--- src/rtl/region_profiler.sv ---
module region_profiler #(
  parameter int NUM_REGIONS = 16,
  parameter int ACC_W       = 64,
  localparam int RID_W = (NUM_REGIONS > 1) ? $clog2(NUM_REGIONS) : 1,
  localparam int IDX_W = $clog2(NUM_REGIONS + 1)
) (
  input  logic             clk,
  input  logic             rst_n,
  input  logic             cmd_valid,
  output logic             cmd_ready,
  input  logic [1:0]       cmd_op,
  input  logic [RID_W-1:0] cmd_region,
  output logic             res_valid,
  output logic [ACC_W-1:0] res_data,
  output logic             res_last
);
  localparam logic [1:0] OP_OPEN  = 2'd0;
  localparam logic [1:0] OP_CLOSE = 2'd1;
  localparam logic [1:0] OP_REPORT = 2'd2;
  localparam logic [1:0] OP_CLEAR = 2'd3;

  logic [ACC_W-1:0]       now_q;
  logic [ACC_W-1:0]       stamp_q [NUM_REGIONS];
  logic [ACC_W-1:0]       total_q [NUM_REGIONS];
  logic [NUM_REGIONS-1:0] open_q;
  logic                   err_q;
  logic                   busy_q;
  logic [IDX_W-1:0]       idx_q;
  logic [ACC_W-1:0]       delta;
  logic [ACC_W:0]         sum;
  logic [ACC_W-1:0]       status_w;
  logic                   accept, hit;

  assign cmd_ready = !busy_q;
  assign accept    = cmd_valid && cmd_ready;
  assign hit       = accept && (int'(cmd_region) < NUM_REGIONS);
  assign delta     = now_q - stamp_q[cmd_region];
  assign sum       = {1'b0, total_q[cmd_region]} + {1'b0, delta};

  always_comb begin
    status_w = '0;
    status_w[0] = err_q;
    status_w[NUM_REGIONS:1] = open_q;
  end

  assign res_valid = busy_q;
  assign res_last  = busy_q && (idx_q == IDX_W'(NUM_REGIONS));
  assign res_data  = !busy_q ? '0 :
                     res_last ? status_w : total_q[idx_q[RID_W-1:0]];

  always_ff @(posedge clk) begin
    if (!rst_n) begin
      now_q  <= '0;
      open_q <= '0;
      err_q  <= 1'b0;
      busy_q <= 1'b0;
      idx_q  <= '0;
      for (int i = 0; i < NUM_REGIONS; i++) begin
        stamp_q[i] <= '0;
        total_q[i] <= '0;
      end
    end else begin
      now_q <= now_q + 1'b1;
      if (busy_q) begin
        idx_q <= idx_q + 1'b1;
        if (res_last) busy_q <= 1'b0;
      end
      if (accept) begin
        case (cmd_op)
          OP_OPEN: if (hit) begin
            stamp_q[cmd_region] <= now_q;
            open_q[cmd_region]  <= 1'b1;
          end
          OP_CLOSE: if (hit && open_q[cmd_region]) begin
            total_q[cmd_region] <= sum[ACC_W] ? '1 : sum[ACC_W-1:0];
            open_q[cmd_region]  <= 1'b0;
          end else begin
            err_q <= 1'b1;
          end
          OP_REPORT: begin
            busy_q <= 1'b1;
            idx_q  <= '0;
          end
          default: begin
            open_q <= '0;
            err_q  <= 1'b0;
            for (int i = 0; i < NUM_REGIONS; i++) total_q[i] <= '0;
          end
        endcase
      end
    end
  end
endmodule

--- config.mk ---
export PLATFORM = sky130hd
export DESIGN_NAME = region_profiler
export DESIGN_NICKNAME = d
export VERILOG_FILES = /design/src/rtl/region_profiler.sv
export SDC_FILE = /design/constraint.sdc
export NUM_CORES = 2
export LEC_CHECK = 0
export BUFFER_PORTS_ARGS = -buffer_cell sky130_fd_sc_hd__buf_2
export CAP_MARGIN = 25
export CELL_PAD_IN_SITES_DETAIL_PLACEMENT = 1
export CELL_PAD_IN_SITES_GLOBAL_PLACEMENT = 2
export CORE_MARGIN = 10
export CORE_UTILIZATION = 43
export CTS_CLUSTER_DIAMETER = 60
export DETAILED_ROUTE_END_ITERATION = 8
export PLACE_DENSITY_LB_ADDON = 0.2
export SLEW_MARGIN = 30
export SYNTH_ARGS = -nofsm -noshare
export SYNTH_HDL_FRONTEND = slang
export SYNTH_SLANG_ARGS = --single-unit
--- constraint.sdc ---
create_clock -name clk -period 9.05 [get_ports clk]
set_clock_uncertainty 0.1 [all_clocks]
set_input_delay 1.81 -clock clk [delete_from_list [all_inputs] [get_ports clk]]
set_output_delay 1.81 -clock clk [all_outputs]
set_load 0.005 [all_outputs]
# Word-level counts from Yosys, hierarchy flattened
# Memories as Yosys holds them, arrays and structs flattened. A register that Yosys moved wholly into a read port is not among the register bits.
# Cells that the tools add are included.
# Widths: inputs -> output; s select.
# totals
mem_bits_rw	2048
in_bits	9
out_inout_bits	67
regBits	87
memories	2
word_cells	106
# mem_list
name	depth	width	rd	rd_clocked_by_memory_dff	wr	line	source
stamp_q	16	64	1	0	16	23	logic [ACC_W-1:0] stamp_q [NUM_REGIONS];
total_q	16	64	2	1	16	24	logic [ACC_W-1:0] total_q [NUM_REGIONS];
# classes
n_reduce_logical	12
bitwise	21
muxes	55
eq_ne	5
magnitude_cmp	2
add_sub_neg	4
# op_table
op	n
$mux 64	21
$reduce_or 64->1	2
$add 64x64->65	1
$add 64x1->64 const B	1
$sub 64x64->64	1
$pmux 16 s3	1
$mux 1	23
$and 16x16->16	1
$mux 16	1
$not 16->16	1
$or 1x1->1	16
$or 16x16->16	1
$mux 5	3
$mux 4	3
$reduce_and 3->1	2
$add 5x1->5 const B	1
$eq 5x5->1 const B	1
$lt 4x5->1 const B	1
$bmux 1 s4	1
$demux 1 s4	1
$ge 4x1->1 const B	1
$logic_and 1x1->1	4
$ne 2x2->1 const B	2
$reduce_or 3->1	1
other kinds (7)	8

# Logic depth before layout (Yosys ltp)
# logic_depth
depth_word	10
mapped_depth	33
mapped_depth_nobuf	26

# Worst setup path after synthesis
# No wires, ideal clock.
# synth_path
path_type	input-to-reg
startpoint	input cmd_region[0]
endpoint	memory total_q[6][62] (data pin)
cell_stages	30
required_time_ns	8.684
arrival_time_ns	8.757
path_slack_ns	-0.073
setup_time_ns	0.266
path_cell_list	buf_2 buf_2 clkbuf_1 buf_1 mux4_2 mux4_2 inv_1 ha_1 clkbuf_1 nand4_1 nor4_1 nand2_1 a311oi_1 nor3_1 o31a_1 o21ai_1 nor4b_2 nor2_1 xnor2_1 ha_1 clkbuf_1 nand4_1 or3_1 nor4_1 o2bb2ai_1 a311oi_2 mux2i_1 a2111oi_4 buf_6 nor2_1
# synth_lines
element	line	source
start, declared	12	input logic [RID_W-1:0] cmd_region,
end, declared	24	

==> out/metrics.sh <==
CAP_VIOLATIONS=0
STARTPOINT='cmd_region[0]'
GLOBALROUTE.TOTALOVERFLOW=0
PLACEMENT_ROWS=184
INITIAL_UTILIZATION_PCT=43.3
SYNTH_CELL_TYPE_COUNT=88
REPORT.POWER.TOTAL_uW=26400
DP_CELLS=11000
CRITICAL_PATH_PEAK_FANOUT=17
YOSYS_WARNINGS=0
NUMCLOCKSINKS=2135
GRT_USE_TOTAL_PCT=27.2
FINALWIRELENGTH_UM=377000
CELLLEAKAGEPOWER_uW=0.0459
CTS.HTREE.LEVELS=4
AREA_DELTA_SYNTH_FINAL_PCT=15.0
FINALHOLDVIOLCOUNT=0
SYNTH_NETS=7704
SLOWEST_DELAY_NS=0.55
INITIAL_DRT_MARKERS=8479
REQUIRED_NS=9.55
RR_WORST_DEPTH=26
FIN_TNS_SETUP_NS=0
WORST_SETUP_HOLD_PATH_CLK_SLEW_NS=0.06
DETAIL_ROUTE.FIRST_PASS.ITERATIONS=5
TRITONCTS='yes'
FRACTION_OF_POST_SYNTHESIS_CELL_AREA_IN_THE_TOP_CELL_TYPE_BY_AREA_PCT=56.5
SYNTH_ENABLE_FLOP_CELLS=2048
CTSLONGESTPATHBUFFERS=3
DIE_H_UM=523
TIMING.CRITICAL_PATH.SLOWEST_STAGE_CELL='sky130_fd_sc_hd__mux4_2'
ANTENNA_VIOLATIONS_BEFORE_REPAIR=17
UNREPAIRED_SETUP_ENDPOINTS_AFTER_GLOBAL_ROUTING='false'
PATH_CLASS='in2reg'
WORSTSETUPENDPOINTTYPE='flip-flop'
DRV_SLEW=0
CTS_HOLD_BUF=0
HPWLAFTERDP_UM=222000
NETS=7999
HOLD_PATH_DEPTH=1
FP.DIEW_UM=523
SYNTH_SEQ_CELLS=2135
WORSTREG2REGSTART='stamp_q[3][27]'
NUMBER_OF_GLOBAL_ROUTE_VIAS_BEFORE_REPAIR=74800
WORSTREG2REGEND='total_q[7][62]'
STATUS='finished, final reports clean'
VIA_COUNT=70700
SYNTHESIS.AREA_PER_INSTANCE_UM2=14.4
IO_PINS=76
BUFFER_PORTS.INSERTED=75
FMAX_MHz=112
MAX_SLEW_MARGIN_PCT=28.6
DIEAREA_MM2=0.274
POST_DRT_WL_PER_CELL_UM=33.0
WORSTPATHARRIVAL_NS=9.41
VIA_DENSITY_PER_INSTANCE=6.19
FIN_CRIT_SH_PCT=98.4
SETUP_VIOLATIONS=0
MAPPEDNETLISTAREA_MM2=0.109
TIMING.HOLD.WORST.CLASS='reg2reg'
TIGHTEST_SLEW_NS=1.07
FIN_CELLS=11400
CLK-INSERTION-DELAY-LATE_NS=0.91
DRC_ERRORS=0
PLACE.GP.CONGESTION=0.871
DOMINANTREGCELLSYNTH='sky130_fd_sc_hd__edfxtp_1'
CTSROOTBUFFERMASTER='sky130_fd_sc_hd__clkbuf_16'
SYNTH_SEQ_AREA_SHARE_PCT=58.1
REGISTER_TO_REGISTER_PATH_SETUP_SLACK_NS=1.21
POST_DETAILED_ROUTE_COUNT_OF_ANTENNA_VIOLATING_NETS=0
CTS_MADE_BUFFERS=232
PIN_COUNT_OF_THE_BIGGEST_NET_ENTERING_GLOBAL_ROUTING=129
SYNTH_TOP_CELLS_BY_AREA='sky130_fd_sc_hd__edfxtp_1 (56%), sky130_fd_sc_hd__mux4_2 (20%), sky130_fd_sc_hd__and2_1 (5.7%)'
POWER-PER-CELL-AREA_mW_PER_MM2=211
SYNTHCELLS=7562
POST-ROUTE-MIN-PERIOD_NS=8.91
ASYNC_FLOP_SHARE_PCT=0
FINAL_DESIGN_AREA_NO_FILL_MM2=0.125
LAYOUT_CELL_SHARE_WITH_DRIVE_STRENGTH_BEYOND_1_PCT=27.5
IR_WORST_VDD_mV=0.226
WORST_HOLD_LAUNCH='err_q'
WHS_ENDPOINT='err_q'
GRT_PASS1_WL_UM=541000
DESIGN.CORE.AREA_MM2=0.252
CRITICAL_PATH.N_BUFFERS_INVERTERS=7
CRIT_FAMILY='simple AND/OR/NAND/NOR gates'
POST-SYNTH-TOP-AREA-CELL='sky130_fd_sc_hd__edfxtp_1'
TIMING.CRITICAL_PATH.MODE_CELL='sky130_fd_sc_hd__buf_4'
WORSTSETUPSTARTPOINTTYPE='input port'
PLACED_AREA_MM2=0.118
==> worst reg2reg max path, delay by kind of cell (launching register included) <==
family | cells | cell delay, ns
buffers and inverters | 5 | 0.84
AOI/OAI and AO/OA | 5 | 1.75
xor gates and xnor gates | 1 | 0.14
muxes | 3 | 1.18
adders and majority gates | 2 | 0.67
DFF | 1 | 0.40
and+or+nand+nor | 10 | 2.48
==> layout make-up <==
| class | count | area, µm² |
|---|---|---|
| well taps | 3348 | 4190 |
| fillers | 24100 | 126000 |
| clock inverters | 137 | 1300 |
| inverters | 120 | 450 |
| diodes | 5 | 12.5 |
| flip-flops and latches | 2135 | 63300 |
| clock buffers | 298 | 6180 |
| repair buffers | 757 | 6780 |
| multi-input cells | 4611 | 43100 |
==> kinds of logic (layout without fill, tap and decap cells) <==
kind of cell	after synthesis	in the layout	share of synthesized area, %
buf+inv	816	1312	2.96
compound gates	528	528	3.10
simple gates	2813	2813	13.0
other cells	0	5	0
flops	2135	2135	58.1
xor+xnor	167	167	1.34
mux	970	970	20.0
fa+ha+maj	133	133	1.54
==> registers in the layout, indices dropped and copies added (netlist names) <==
name       count
open_q        16
now_q         64
err_q          1
total_q     1024
idx_q          5
stamp_q     1024
res_valid      1
==> cell usage in the layout (no fill, tap or decap), types with 23 or more instances in the layout <==
master                      instances
sky130_fd_sc_hd__xor2_1            60
sky130_fd_sc_hd__nand2_4           30
sky130_fd_sc_hd__mux4_2           965
sky130_fd_sc_hd__nor2_1          1142
sky130_fd_sc_hd__nand2b_1          23
sky130_fd_sc_hd__nand2_1          157
sky130_fd_sc_hd__nor2_4            27
sky130_fd_sc_hd__and2_1           989
sky130_fd_sc_hd__inv_1            115
sky130_fd_sc_hd__clkbuf_16        234
sky130_fd_sc_hd__a21o_1            71
sky130_fd_sc_hd__nor3_1           126
sky130_fd_sc_hd__clkbuf_1          56
sky130_fd_sc_hd__edfxtp_1        2048
sky130_fd_sc_hd__clkinv_1          52
sky130_fd_sc_hd__a21oi_1          164
sky130_fd_sc_hd__ha_1             131
sky130_fd_sc_hd__o21ai_0          105
sky130_fd_sc_hd__xnor2_1          107
sky130_fd_sc_hd__buf_4            582
sky130_fd_sc_hd__nor2_2            42
sky130_fd_sc_hd__nor2b_1           76
sky130_fd_sc_hd__buf_2             70
sky130_fd_sc_hd__nand3_1           62
sky130_fd_sc_hd__clkinv_2          43
sky130_fd_sc_hd__nand4_1           51
sky130_fd_sc_hd__buf_12            95
sky130_fd_sc_hd__dfxtp_1           83
==> where the power goes <==
part	total, µW	switching [µW]	leakage [µW]	internal, µW
combinational	5600	3250	0.0199	2350
clock	9470	4110	0.00366	5360
sequential	11300	157	0.0223	11200
==> cells in the mapped netlist (all sizes together) (62+ instances only) <==
cell    count
edfxtp   2048
nor2     1211
and2      990
mux4      965
clkbuf    519
nand2     190
buf       177
a21oi     170
ha        131
nor3      128
o21ai     123
inv       116
xnor2     107
dfxtp      87
nor2b      76
a21o       71
nand3      62
==> worst max-delay path by stage <==
| stage | end | depth (start not counted) | slack [ns] |
|---|---|---|---|
| global route | total_q[4][17] | 31 | 0.005 |
| floorplan | total_q[6][62] | 29 | 0.09 |
| detailed placement | total_q[4][17] | 31 | -1.10 |
| finish | total_q[7][62] | 28 | 0.14 |
| CTS | total_q[6][62] | 28 | 0.04 |
| global placement | total_q[1][62] | 28 | -1.16 |
==> through the flow <==
step | worst slack [ns] | utilization (%) | hold WS, ns
CTS | 0.0445 | 49.7 | 0.394
floorplan | 0.0929 | - | 0.340
global route | 0.00489 | 49.8 | 0.428
finish | 0.143 | 49.8 | 0.392
detailed placement | -1.10 | 46.8 | 0.384
global placement | -1.16 | 46.7 | 0.354
==> timing repair <==
item	in CTS	in global routing
setup buffers	0	0
endpoints found under the setup margin	651	452
resized for setup	1	4
pin swaps	0	0
==> metal layers <==
layer	vias up	part of all wire, %	GRT usage, %	wire length (µm)
met2	3014	50	46.4	188000
met1	37900	40	36.5	151000
met4	2	3.0	7.93	11300
met5	-	0.0034	0	13
li1	29100	-	-	-
met3	675	7.2	3.86	27300
Power figures use the tool's default switching activity.
